## config.mk

```make
export PLATFORM = sky130hd
export DESIGN_NAME = pwm_shared_timebase
export DESIGN_NICKNAME = d
export VERILOG_FILES = /design/src/rtl/pwm_pkg.sv /design/src/rtl/pwm_ctrl.sv /design/src/rtl/pwm_datapath.sv /design/src/rtl/pwm_shared_timebase.sv
export SDC_FILE = /design/constraint.sdc
export NUM_CORES = 1
export LEC_CHECK = 0
export ABC_AREA = 1
export BUFFER_PORTS_ARGS = -buffer_cell sky130_fd_sc_hd__clkbuf_2
export CAP_MARGIN = 20
export CORE_ASPECT_RATIO = 0.9
export CORE_MARGIN = 3
export CORE_UTILIZATION = 55
export CTS_CLUSTER_SIZE = 40
export DETAILED_ROUTE_END_ITERATION = 10
export PLACE_DENSITY = 0.83
export SYNTH_ARGS = -nofsm -noshare
export SYNTH_HDL_FRONTEND = slang
export SYNTH_SLANG_ARGS = --single-unit
```

## constraint.sdc

```tcl
create_clock -name clk -period 3.6 [get_ports clk]
set_clock_uncertainty 0.1 [all_clocks]
set_input_delay 0.18 -clock clk [delete_from_list [all_inputs] [get_ports clk]]
set_output_delay 0.18 -clock clk [all_outputs]
set_load 0.05 [all_outputs]
```

## src/rtl/pwm_pkg.sv

```systemverilog
package pwm_pkg;
  localparam int DUTY_W  = 10;
  localparam int HI_W    = 8;
  localparam int FRAC_W  = DUTY_W - HI_W;
  localparam int ADDR_W  = 4;
  localparam int PRESC_W = 4;

  localparam logic [ADDR_W-1:0] ADDR_PERIOD = 4'd0;
  localparam logic [ADDR_W-1:0] ADDR_TCTRL  = 4'd1;
  localparam logic [ADDR_W-1:0] ADDR_CLEAR  = 4'd2;
  localparam int                ADDR_CH_BASE = 4;

  localparam logic [3:0] MODE_PWM = 4'b1100;

  // strobes from timebase control to the channel datapath
  typedef struct packed {
    logic run;    // timer enabled
    logic tick;   // prescaled step this cycle
    logic wrap;   // period ends on this step
    logic clear;  // software clear of the count
  } strobe_t;
endpackage

```

## src/rtl/pwm_ctrl.sv

```systemverilog
module pwm_ctrl
  import pwm_pkg::*;
(
  input  logic              clk,
  input  logic              rstN,
  input  logic              wrEn,
  input  logic [ADDR_W-1:0] wrAddr,
  input  logic [HI_W-1:0]   wrData,
  output strobe_t           strb,
  output logic [DUTY_W-1:0] extCount
);
  logic [HI_W-1:0]    periodReg;
  logic [1:0]         psSel;
  logic               timerOn;
  logic [PRESC_W-1:0] prescCnt;
  logic [PRESC_W-1:0] prescLim;
  logic               clearHit;
  logic               tick;
  logic               wrap;

  always_comb begin
    case (psSel)
      2'b00:   prescLim = PRESC_W'(0);
      2'b01:   prescLim = PRESC_W'(3);
      default: prescLim = PRESC_W'(15);
    endcase
  end

  assign clearHit = wrEn && (wrAddr == ADDR_CLEAR);
  assign tick     = timerOn && (prescCnt >= prescLim);
  // last step of the period, or counter overflow after a period shrink
  assign wrap     = tick && ((extCount == {periodReg, {FRAC_W{1'b1}}}) || (&extCount));

  always_ff @(posedge clk or negedge rstN) begin
    if (!rstN) begin
      periodReg <= '1;
      psSel     <= 2'b00;
      timerOn   <= 1'b0;
    end else if (wrEn) begin
      if (wrAddr == ADDR_PERIOD) periodReg <= wrData;
      if (wrAddr == ADDR_TCTRL) begin
        timerOn <= wrData[2];
        psSel   <= wrData[1:0];
      end
    end
  end

  always_ff @(posedge clk or negedge rstN) begin
    if (!rstN) begin
      prescCnt <= '0;
      extCount <= '0;
    end else if (clearHit) begin
      prescCnt <= '0;
      extCount <= '0;
    end else if (timerOn) begin
      prescCnt <= tick ? '0 : prescCnt + 1'b1;
      if (tick) extCount <= wrap ? '0 : extCount + 1'b1;
    end
  end

  assign strb.run   = timerOn;
  assign strb.tick  = tick;
  assign strb.wrap  = wrap;
  assign strb.clear = clearHit;
endmodule

```

## src/rtl/pwm_datapath.sv

```systemverilog
module pwm_datapath
  import pwm_pkg::*;
#(
  parameter int NUM_CH = 3
) (
  input  logic              clk,
  input  logic              rstN,
  input  logic              wrEn,
  input  logic [ADDR_W-1:0] wrAddr,
  input  logic [HI_W-1:0]   wrData,
  input  strobe_t           strb,
  input  logic [DUTY_W-1:0] extCount,
  output logic [NUM_CH-1:0] chOut
);
  for (genvar c = 0; c < NUM_CH; c++) begin : g_ch
    localparam logic [ADDR_W-1:0] HI_A  = ADDR_W'(ADDR_CH_BASE + 2*c);
    localparam logic [ADDR_W-1:0] CTL_A = ADDR_W'(ADDR_CH_BASE + 2*c + 1);

    logic [HI_W-1:0]   dutyHi;
    logic [5:0]        ctlReg;
    logic [DUTY_W-1:0] bufDuty;
    logic [DUTY_W-1:0] activeDuty;

    assign bufDuty = {dutyHi, ctlReg[5:4]};

    always_ff @(posedge clk or negedge rstN) begin
      if (!rstN) begin
        dutyHi <= '0;
        ctlReg <= '0;
      end else if (wrEn) begin
        if (wrAddr == HI_A)  dutyHi <= wrData;
        if (wrAddr == CTL_A) ctlReg <= wrData[5:0];
      end
    end

    // shadow copy: follows the buffer while stopped, loads at period start
    always_ff @(posedge clk or negedge rstN) begin
      if (!rstN)                      activeDuty <= '0;
      else if (!strb.run || strb.wrap) activeDuty <= bufDuty;
    end

    assign chOut[c] = strb.run && (ctlReg[3:0] == MODE_PWM) && (extCount < activeDuty);
  end
endmodule

```

## src/rtl/pwm_shared_timebase.sv

```systemverilog
module pwm_shared_timebase
  import pwm_pkg::*;
#(
  parameter int NUM_CH = 3,
  parameter int ALT_CH = 1
) (
  input  logic              clk,
  input  logic              rstN,
  input  logic              wrEn,
  input  logic [3:0]        wrAddr,
  input  logic [7:0]        wrData,
  input  logic              altSel,
  output logic [NUM_CH-1:0] pwmPin,
  output logic              altPin
);
  strobe_t           strb;
  logic [DUTY_W-1:0] extCount;
  logic [NUM_CH-1:0] chOut;

  pwm_ctrl i_ctrl (
    .clk      (clk),
    .rstN     (rstN),
    .wrEn     (wrEn),
    .wrAddr   (wrAddr),
    .wrData   (wrData),
    .strb     (strb),
    .extCount (extCount)
  );

  pwm_datapath #(.NUM_CH(NUM_CH)) i_dp (
    .clk      (clk),
    .rstN     (rstN),
    .wrEn     (wrEn),
    .wrAddr   (wrAddr),
    .wrData   (wrData),
    .strb     (strb),
    .extCount (extCount),
    .chOut    (chOut)
  );

  always_comb begin
    pwmPin = chOut;
    altPin = 1'b0;
    if (altSel) begin
      pwmPin[ALT_CH] = 1'b0;
      altPin         = chOut[ALT_CH];
    end
  end
endmodule

```

==> key figures, run 1 <==
Drt
  – Drt pass-1 iters: 5
  – Via count: a little over 4000
  – Post-route ant nets: 0
  – # DRC: 0
  – DRT Wirelength: around 11000 µm
  – DR vias/cell: between 5 and 6
  – DR WL/cell: ~15 µm
  – Drt first-iter violations: roughly 230

Layout
  – # fillers: 769
  – Area grow syn2layout: 8.53%
  – Multi-input logic area: between 2000 and 2500 µm²
  – Fin util: between 60 and 70%
  – Final nets: about 680
  – Register Area: between 2000 and 2500 µm²
  – Most common cell after layout, fill and taps aside: nand2_1
  – Commonest cells after routing, fill and taps aside: 167 x nand2_1, 89 x dfrtp_1, 66 x inv_1, 66 x nor2_1, 48 x nand3_1
  – Antenna cells: 0
  – Layout cells sized above 1: about 10%

STA
  – Final Max Tran Viols: 0
  – Worst-Margin Slew: 707 ps
  – Final period utilization: approximately 70%
  – FMAX: slightly below 0.4 GHz
  – Tmin final: ~2500 ps
  – Hold WS: around 57 ps
  – RSZ-0062 raised after global routing: no
  – Setup-failing EPs final: 0
  – Sum Neg Setup Slack: 0 ps
  – Final Hold Fails: 0
  – Relative slew slack: approximately 53%

CTS
  – H-tree depth: 3
  – Clk root buf: clkbuf_8
  – Worst-skew pair later-pin latency: 380 ps
  – CTS tree: done
  – Reg clk slew, reported paths: ~90 ps
  – CTS Buffer Depth: 2
  – Post-CTS Setup Bufs: 0
  – Total CTS buffers: 9
  – CTS Sinks: between 90 and 100

Logic synthesis
  – Netlist cell types: 32
  – Synth Net Count: approximately 660
  – Sequential share of the synthesized area: 48.7%
  – Cell Area, Synth: roughly 5000 µm²
  – Ys Warns: 0
  – Mapped Cells: roughly 610
  – Synth Register Bits: 97
  – Post-Syn Area per Cell: a little over 8 µm²

Worst setup path
  – Critical Path Max Stage Delay: between 500 and 600 ps
  – CP Max Fanout: 7
  – CP Launch Type: flip-flop
  – Arrival time at the worst endpoint: 2250 ps
  – Crit path max-delay family: flip-flops
  – R2r setup slk: roughly 1200 ps
  – Critical path class: reg -> out
  – Critical Path, Cell by Cell: ha_1 > a21oi_1 > nor2_1 > a211oi_1 > nand4_1 > nor2_1 > clkbuf_2
  – Kind of end point of the critical path: primary output
  – Crit path buf inv count: 1
  – Req. time, crit path: ~3300 ps
  – Most common cell on crit path: nor2_1
  – Slowest cell on the critical path: dfrtp_1

Floorplanning
  – Die Ht: 96.5 µm
  – IO Pins: 20
  – Die Area: ~10000 µm²
  – Die Width: approximately 110 µm
  – CORE AREA: 8730 µm²
  – Starting Density: roughly 57%
  – Rows: 32

Place
  – DPL Wire Length: around 8000 µm
  – Port-buffer cells: 19
  – RePlAce Congestion: between 0.9 and 1

Status
  – Outcome: complete, no violations

Pwr
  – Sequential power share: between 40% and 50%
  – Total power per unit cell area: 605 nW/µm²
  – Int Power: roughly 0.0021 W
  – Leakage: 2.87 nW
  – Clock share of power: roughly a quarter
  – Peak VDD IR: roughly 0.00035 V
  – Sw power: approximately 0.0012 W
  – Share of total power in combinational logic: 27.1%
  – Switching share of power: about a third

Worst hold path
  – Hold WC Path Type: in -> reg

Global routing
  – Overflow after GRT: 0
  – First-pass GRT wire length: 19000 µm
  – Largest net degree at the start of global routing: between 50 and 60
  – Vias in the first global route: 4032
  – Initial antenna violation count: 0
  – Tot GR Track Use: roughly a quarter

Job
  – Max Cap Viol: 0
## tightest hold or removal path: stages
cell,delay [ps]
clkbuf_2,80
inv_1,150
o21ai_0,110
## per-layer routing
metal	up-vias	GRT usage, %	routed length, µm
li1	2015	-	-
met1	1944	31.4	4970
met2	145	38.7	5100
met3	34	5.78	840
met4	0	10.3	292
met5	-	0	0
## registers in the layout, indices dropped and copies added (netlist names)
name,cells
i_ctrl.prescCnt,4
i_ctrl.extCount,10
i_dp.g_ch.ctlReg,18
i_dp.g_ch.activeDuty,30
i_ctrl.psSel,2
i_dp.g_ch.dutyHi,24
i_ctrl.periodReg,8
i_ctrl.timerOn,1
## power by group through the flow
stage                     clock, W  sequential, W  combinational, W
final                     0.000815        0.00158          0.000890
after global routing      0.000867        0.00162           0.00105
after CTS                 0.000823        0.00158          0.000891
after detailed placement         0        0.00160          0.000880
after global placement           0        0.00159          0.000824
after floorplan                  0        0.00153          0.000697
## synth_stat cells, drive strengths merged
master	count	area, µm²
o2111ai	2	17.5
nand4	10	62.6
dfstp	8	210
a21oi	39	195
a21boi	4	30.0
clkbuf	3	11.3
o21ai	35	175
and3	1	6.26
nand3	50	260
nand2	172	668
buf	16	97.6
a211oi	1	7.51
ha	33	413
inv	72	270
xnor2	1	8.76
xor2	1	8.76
o211ai	3	22.5
nor3	6	51.3
dfrtp	89	2230
nor2	68	260
## through the flow
stage          setup slack (ps)  cell area, µm²  power (W)  std cells
2_1_floorplan              1480            5000    0.00223        614
3_3_place_gp               1340            5160    0.00241        736
3_5_place_dp               1270            5160    0.00248        736
4_1_cts                    1070            5430    0.00329        755
5_1_grt                     888            5430    0.00354        756
6_report                   1070            5430    0.00329        756
## worst paths after layout
check,start,endpoint,cells after the start
setup / recovery,i_ctrl.extCount[7],pwmPin[1],7
hold / removal,wrData[6],i_ctrl.periodReg[6],3
setup reg to reg,i_ctrl.psSel[1],i_dp.g_ch[1].activeDuty[0],12
hold reg to reg,i_dp.g_ch[2].dutyHi[5],i_dp.g_ch[2].activeDuty[7],2
max in group asynchronous,rstN,i_dp.g_ch[2].dutyHi[3],3
min in group asynchronous,rstN,i_ctrl.extCount[9],2
## logic make-up (layout without fill, tap and decap cells)
| family | count (synthesis) | count (layout) | share of synthesized area (%) |
|---|---|---|---|
| and+or+nand+nor | 307 | 307 | 26.2 |
| xor gates and xnor gates | 2 | 2 | 0.350 |
| adders and majority gates | 33 | 33 | 8.25 |
| DFF | 97 | 97 | 48.7 |
| buffers and inverters | 91 | 114 | 7.58 |
| AOI/OAI and AO/OA | 84 | 84 | 8.95 |
## final cells by class
type / instances / area share [%]
clock buffers: 10 / 2.53
clock inverters: 6 / 1.73
inverters: 72 / 4.98
multi-input cells: 426 / 40.3
flip-flops and latches: 97 / 44.9
well taps: 119 / 2.74
repair buffers: 26 / 2.86
## repair_timing
action	CTS	global route
hold endpoints to repair	48	0
gates resized for setup	0	0
hold buffers	3	0
Power figures use the tool's default switching activity.
==> run 2, diff against run 1 <==
--- a/config.mk
+++ b/config.mk
@@ -13,7 +13,7 @@
 export CORE_UTILIZATION = 55
 export CTS_CLUSTER_SIZE = 40
 export DETAILED_ROUTE_END_ITERATION = 10
-export PLACE_DENSITY = 0.83
+export PLACE_DENSITY = 0.86
 export SYNTH_ARGS = -nofsm -noshare
 export SYNTH_HDL_FRONTEND = slang
 export SYNTH_SLANG_ARGS = --single-unit
==> constraint.sdc (replaced) <==
create_clock -name clk -period 2.15 [get_ports clk]
set_clock_uncertainty 0.1 [all_clocks]
set_input_delay 0.1075 -clock clk [delete_from_list [all_inputs] [get_ports clk]]
set_output_delay 0.1075 -clock clk [all_outputs]
set_load 0.05 [all_outputs]
==> key figures, run 2 (same netlist as run 1, synthesis figures left out) <==
Status
  – Outcome: finished with violations
  – Failing checks: setup timing

Drt
  – Drt pass-1 iters: 7 (+2)
  – Post-route ant nets: 0 (unchanged)
  – Drt first-iter violations: 347 (+50%)
  – DR vias/cell: 5.65 (+3.2%)
  – DR WL/cell: 16.5 µm (+12%)
  – DRT Wirelength: 12800 µm (+14%)
  – # DRC: 0 (unchanged)
  – Via count: 4367 (+5.5%)

Floorplanning
  – Die Area: 10300 µm² (unchanged)
  – Die Width: 107 µm (unchanged)
  – Starting Density: 57.3% (unchanged)
  – CORE AREA: 8730 µm² (unchanged)
  – Die Ht: 96.5 µm (unchanged)
  – IO Pins: 20 (unchanged)
  – Rows: 32 (unchanged)

Pwr
  – Peak VDD IR: 0.000602 V (+74%)
  – Leakage: 2.93 nW (+2.2%)
  – Tot Pwr: 0.00566 W (+72%)
  – Total power per unit cell area: 976 nW/µm² (+61%)

Global routing
  – Vias in the first global route: 4209 (+4.4%)
  – Met2 GRT Util: 42.9% (+4.2 points)
  – Most used routing layer: met2
  – Initial antenna violation count: 0 (unchanged)
  – Largest net degree at the start of global routing: 46 (-19%)
  – Overflow after GRT: 0 (unchanged)
  – Tot GR Track Use: 26.2% (+2.2 points)
  – Grt met3 use: 6.78% (+1.0 points)
  – Routing usage on met1: 34.3% (+2.9 points)
  – First-pass GRT wire length: 20600 µm (+8.4%)

CTS
  – Reg clk slew, reported paths: 90 ps (about the same)
  – Total CTS buffers: 9 (unchanged)
  – Clk root buf: clkbuf_8
  – H-tree depth: 3 (unchanged)
  – CTS Buffer Depth: 2 (unchanged)
  – CTS tree: done
  – CTS Sinks: 97 (unchanged)
  – Worst-skew pair later-pin latency: 380 ps (about the same)

STA
  – Final Hold Fails: 0 (unchanged)
  – Tmin final: between 2000 and 2500 ps
  – FMAX: approximately 0.44 GHz
  – Final period utilization: 106%
  – Sum Neg Setup Slack: -447 ps (-447 ps)
  – Fin worst setup slack: -134 ps (-1210 ps)
  – Setup-failing EPs final: 4 (+4)
  – Relative slew slack: 53.1% (+0.50 points)
  – RSZ-0062 raised after global routing: yes
  – Final Max Tran Viols: 0 (unchanged)
  – Worst-Margin Slew: 699 ps (-7.52 ps)

Worst setup path
  – Arrival time at the worst endpoint: 2080 ps (-170 ps)
  – CP Max Fanout: 6 (-1)
  – Critical path class: reg -> out
  – Req. time, crit path: 1940 ps (-1380 ps)
  – Kind of end point of the critical path: primary output
  – CP Launch Type: flip-flop

Layout
  – Fin util: 66.4% (+4.2 points)
  – Final nets: 698 (+2.5%)
  – Layout cells sized above 1: 16.8% (+6.6 points)
  – Most common cell after layout, fill and taps aside: nand2_1
  – Largest regs: i_dp.g_ch.activeDuty (30), i_dp.g_ch.dutyHi (24), i_dp.g_ch.ctlReg (18)
  – Commonest cells after routing, fill and taps aside: 165 x nand2_1, 82 x dfrtp_1, 65 x inv_1
  – Max reg flops: 30 (unchanged)
  – Area grow syn2layout: 15.8%
  – Antenna cells: 0 (unchanged)
  – Largest Register: i_dp.g_ch.activeDuty
  – Design area: 5800 µm² (+6.7%)

Place
  – DPL Wire Length: 8470 µm (+4.6%)
  – DP Area: 5230 µm² (+1.3%)
  – Port-buffer cells: 19 (unchanged)
  – Pre-CTS WS: 70.8 ps (-1200 ps)
  – RePlAce Congestion: 0.877 (-3.7%)

Job
  – Max Cap Viol: 0 (unchanged)

Worst hold path
  – Hold WC Path Type: in -> reg
==> run 2: path summary, 6_finish.rpt <==
kind | to | slack (ps) | depth (start not counted) | startpoint
max | pwmPin[2] | -130 | 7 | i_ctrl.extCount[8]
min | i_dp.g_ch[0].ctlReg[5] | 20 | 3 | wrData[5]
max reg2reg | i_dp.g_ch[0].activeDuty[0] | 110 | 12 | i_ctrl.extCount[1]
min reg2reg | i_dp.g_ch[0].activeDuty[6] | 370 | 2 | i_dp.g_ch[0].dutyHi[4]
max in group asynchronous | i_ctrl.periodReg[3] | 1130 | 3 | rstN
min in group asynchronous | i_dp.g_ch[2].activeDuty[6] | 120 | 2 | rstN
==> run 2: cell type report <==
type | instances | area, µm²
Inverter | 72 | 270
Tap cell | 119 | 149
Sequential cell | 97 | 2450
Fill cell | 713 | 2930
Timing Repair Buffer | 42 | 347
Clock inverter | 5 | 61.3
Clock buffer | 11 | 131
Multi-Input combinational cell | 427 | 2390
==> run 2: power by group <==
| group | leakage [nW] | total [W] | switching [W] | internal, W |
|---|---|---|---|---|
| logic | 1.66 | 0.00179 | 0.00109 | 0.000694 |
| clock network | 0.0987 | 0.00120 | 0.000653 | 0.000550 |
| registers | 1.17 | 0.00267 | 0.000357 | 0.00231 |
==> run 2: through the flow <==
stage	hold slack (ps)	cells
6_report	20.0	773
5_1_grt	53.6	773
4_1_cts	13.4	768
3_5_place_dp	-5.62	743
3_3_place_gp	-8.56	743
2_1_floorplan	-288	614
==> run 2: critical path, stage by stage (launching register included) <==
cell and delay [ps]:
dfrtp_2 510, ha_1 330, nand2_1 110, nor2_1 80, o211ai_1 110, o2111ai_2 190
nor2_1 170, clkbuf_8 200
==> run 2: repair_timing <==
action,in CTS,in global routing
gates resized for setup,36,14
pin swaps,15,9
endpoints found under the hold margin,87,0
hold buffers,5,0
gates cloned,0,1
setup buffers,4,4
endpoints found under the setup margin,4,41
==> run 2: per-layer routing <==
layer  routed length, µm  part of all wire [%]  vias up
met3                 953                   7.5       41
li1                    -                     -     2053
met1                5420                    42     2095
met2                6040                    47      178
met5                   0                     0        -
met4                 360                   2.8        0
==> run 3, diff against run 2 <==
--- a/config.mk
+++ b/config.mk
@@ -10,10 +10,12 @@
 export CAP_MARGIN = 20
 export CORE_ASPECT_RATIO = 0.9
 export CORE_MARGIN = 3
-export CORE_UTILIZATION = 55
+export CORE_UTILIZATION = 58
+export CTS_BUF_LIST = sky130_fd_sc_hd__clkbuf_4
 export CTS_CLUSTER_SIZE = 40
 export DETAILED_ROUTE_END_ITERATION = 10
-export PLACE_DENSITY = 0.86
+export PLACE_DENSITY = 0.9
+export SKIP_CTS_REPAIR_TIMING = 1
 export SYNTH_ARGS = -nofsm -noshare
 export SYNTH_HDL_FRONTEND = slang
 export SYNTH_SLANG_ARGS = --single-unit
==> key figures, run 3 (same netlist as run 1, synthesis figures left out) <==
Layout
  – # fillers: 610 (-14%)
  – Max reg flops: 30 (unchanged)
  – Layout cells sized above 1: 16.3% (-0.48 points)
  – Finished Layout Cells: 770 (-0.39%)
  – Area grow syn2layout: 14.9%
  – Largest Register: i_dp.g_ch.activeDuty
  – Final nets: 699 (+0.14%)
  – Commonest cells after routing, fill and taps aside: 166 x nand2_1, 81 x dfrtp_1, 66 x inv_1
  – Fin util: 69.9% (+3.5 points)
  – Largest regs: i_dp.g_ch.activeDuty (30), i_dp.g_ch.dutyHi (24), i_dp.g_ch.ctlReg (18)
  – Antenna cells: 0 (unchanged)
  – Most common cell after layout, fill and taps aside: nand2_1

CTS
  – Total CTS buffers: 9 (unchanged)
  – CTS tree: done
  – H-tree depth: 3 (unchanged)
  – Reg clk slew, reported paths: 160 ps (+70 ps)
  – Worst-skew pair later-pin latency: 470 ps (+90 ps)
  – CTS Buffer Depth: 2 (unchanged)
  – Clk root buf: clkbuf_4
  – CTS Sinks: 97 (unchanged)

STA
  – Setup-failing EPs final: 4 (unchanged)
  – FMAX: 0.422 GHz (-3.6%)
  – Final Max Tran Viols: 0 (unchanged)
  – Tmin final: 2370 ps (+86.4 ps)
  – RSZ-0062 raised after global routing: yes
  – Worst-Margin Slew: 704 ps (+4.34 ps)
  – Final period utilization: 110% (+4.0 points)
  – Sum Neg Setup Slack: -821 ps (-374 ps)
  – Final Hold Fails: 3 (+3)
  – Relative slew slack: 52.8% (-0.29 points)
  – Hold WS: -14.0 ps (-34.0 ps)
  – Fin worst setup slack: -220 ps (-86.4 ps)

Worst hold path
  – Hold Path End: i_dp.g_ch[0].ctlReg[4]
  – Worst hold path depth: 4 (+1)
  – Hold_sp: wrAddr[1]
  – Hold WC Path Type: in -> reg

Global routing
  – Largest net degree at the start of global routing: 43 (-6.5%)
  – First-pass GRT wire length: 18700 µm (-9.0%)
  – Vias in the first global route: 4009 (-4.8%)
  – Tot GR Track Use: 24.2% (-2.0 points)
  – Initial antenna violation count: 0 (unchanged)
  – Overflow after GRT: 0 (unchanged)

Drt
  – DR vias/cell: 5.65 (about the same)
  – Drt pass-1 iters: 6 (-1)
  – Via count: 4354 (-0.30%)
  – Post-route ant nets: 0 (unchanged)
  – DR WL/cell: 16.2 µm (-1.9%)
  – # DRC: 0 (unchanged)
  – DRT Wirelength: 12500 µm (-2.3%)
  – Drt first-iter violations: 439 (+27%)

Worst setup path
  – Critical Path, Cell by Cell: ha_1 > a21oi_1 > o21ai_0 > nand2_1 > nand4_1 > nor2_2 > buf_6
  – Worst r2r path cells: 12 (unchanged)
  – Kind of end point of the critical path: primary output
  – R2r setup slk: 120 ps (about the same)
  – Crit path max-delay family: flip-flops
  – Worst reg2reg endpoint: i_dp.g_ch[1].activeDuty[9]
  – Req. time, crit path: 1940 ps (about the same)
  – Reg2reg start: i_ctrl.psSel[1]
  – Slowest cell on the critical path: dfrtp_2
  – Critical Path Max Stage Delay: 520 ps (about the same)
  – Crit path buf inv count: 1 (unchanged)
  – Critical Path Stages: 7 (unchanged)
  – Critical path class: reg -> out
  – CP Max Fanout: 6 (unchanged)
  – CP Launch Type: flip-flop
  – Arrival time at the worst endpoint: 2160 ps (+80 ps)

Place
  – DPL Wire Length: 8180 µm (-3.5%)
  – RePlAce Congestion: 0.879 (+0.24%)
  – Pre-CTS WS: 107 ps (+36.0 ps)
  – Port-buffer cells: 19 (unchanged)
  – Placed cells: 738 (-0.67%)

Pwr
  – Total power per unit cell area: 956 nW/µm² (-2.0%)
  – Peak VDD IR: 0.000562 V (-6.6%)
  – Leakage: 2.93 nW (about the same)

Floorplanning
  – Die Ht: 94.1 µm (-2.5%)
  – IO Pins: 20 (unchanged)
  – CORE AREA: 8220 µm² (-5.8%)
  – Starting Density: 60.8% (+3.5 points)
  – Die Area: 9780 µm² (-4.9%)
  – Rows: 31 (-3.1%)
  – Die Width: 104 µm (-2.5%)

Job
  – Max Cap Viol: 0 (unchanged)

Status
  – Outcome: finished with violations
  – Failing checks: hold timing, setup timing
[run 3: changes by cell type in the layout (fill, tap and decap cells not counted), sizes merged]
cell / change
buf: +1
clkbuf: -5
clkinv: +2
nand2: -1
dlygate4sd3: +4
[run 3: layout make-up]
cell class	count	area [µm²]	share of cell area, %
clock buffers	9	67.6	1.17
inverters	72	270	4.70
repair buffers	44	357	6.20
flip-flops and latches	97	2450	42.6
well taps	115	144	2.50
clock inverters	7	86.3	1.50
multi-input cells	426	2380	41.4
[run 3: worst min-delay path, cell delays in order]
cell and delay [ps]:
clkbuf_2 150, nor3_2 130, nor2_1 100, a21oi_1 40
[run 3: how the worst max path moves through the flow]
| stage | from | to | slack, ps |
|---|---|---|---|
| after global placement | i_ctrl.extCount[7] | altPin | 140 |
| after detailed placement | i_ctrl.psSel[1] | i_dp.g_ch[1].activeDuty[5] | 110 |
| after CTS | i_ctrl.extCount[7] | altPin | -410 |
| after global routing | i_ctrl.extCount[7] | altPin | -320 |
| after floorplan | i_ctrl.extCount[7] | altPin | 110 |
| final | i_ctrl.extCount[5] | altPin | -220 |
[run 3: where the power goes]
group	switching [W]	total (W)	internal, W
registers	0.000356	0.00266	0.00231
logic	0.00109	0.00179	0.000708
clock network	0.000665	0.00104	0.000377
total	0.00211	0.00550	0.00339
[run 3: per-stage QoR]
stage | instance area [µm²] | total power [W]
2_1_floorplan | 5000 | 0.00373
3_3_place_gp | 5220 | 0.00405
3_5_place_dp | 5220 | 0.00420
4_1_cts | 5370 | 0.00522
5_1_grt | 5750 | 0.00589
6_report | 5750 | 0.00550
[run 3: routing by layer]
layer,wire (µm),vias to the layer above,GRT usage (%)
met4,333,0,11.1
met3,1250,42,6.46
met1,4900,2056,31.2
met2,6000,210,38.6
li1,-,2046,-
met5,0,-,0
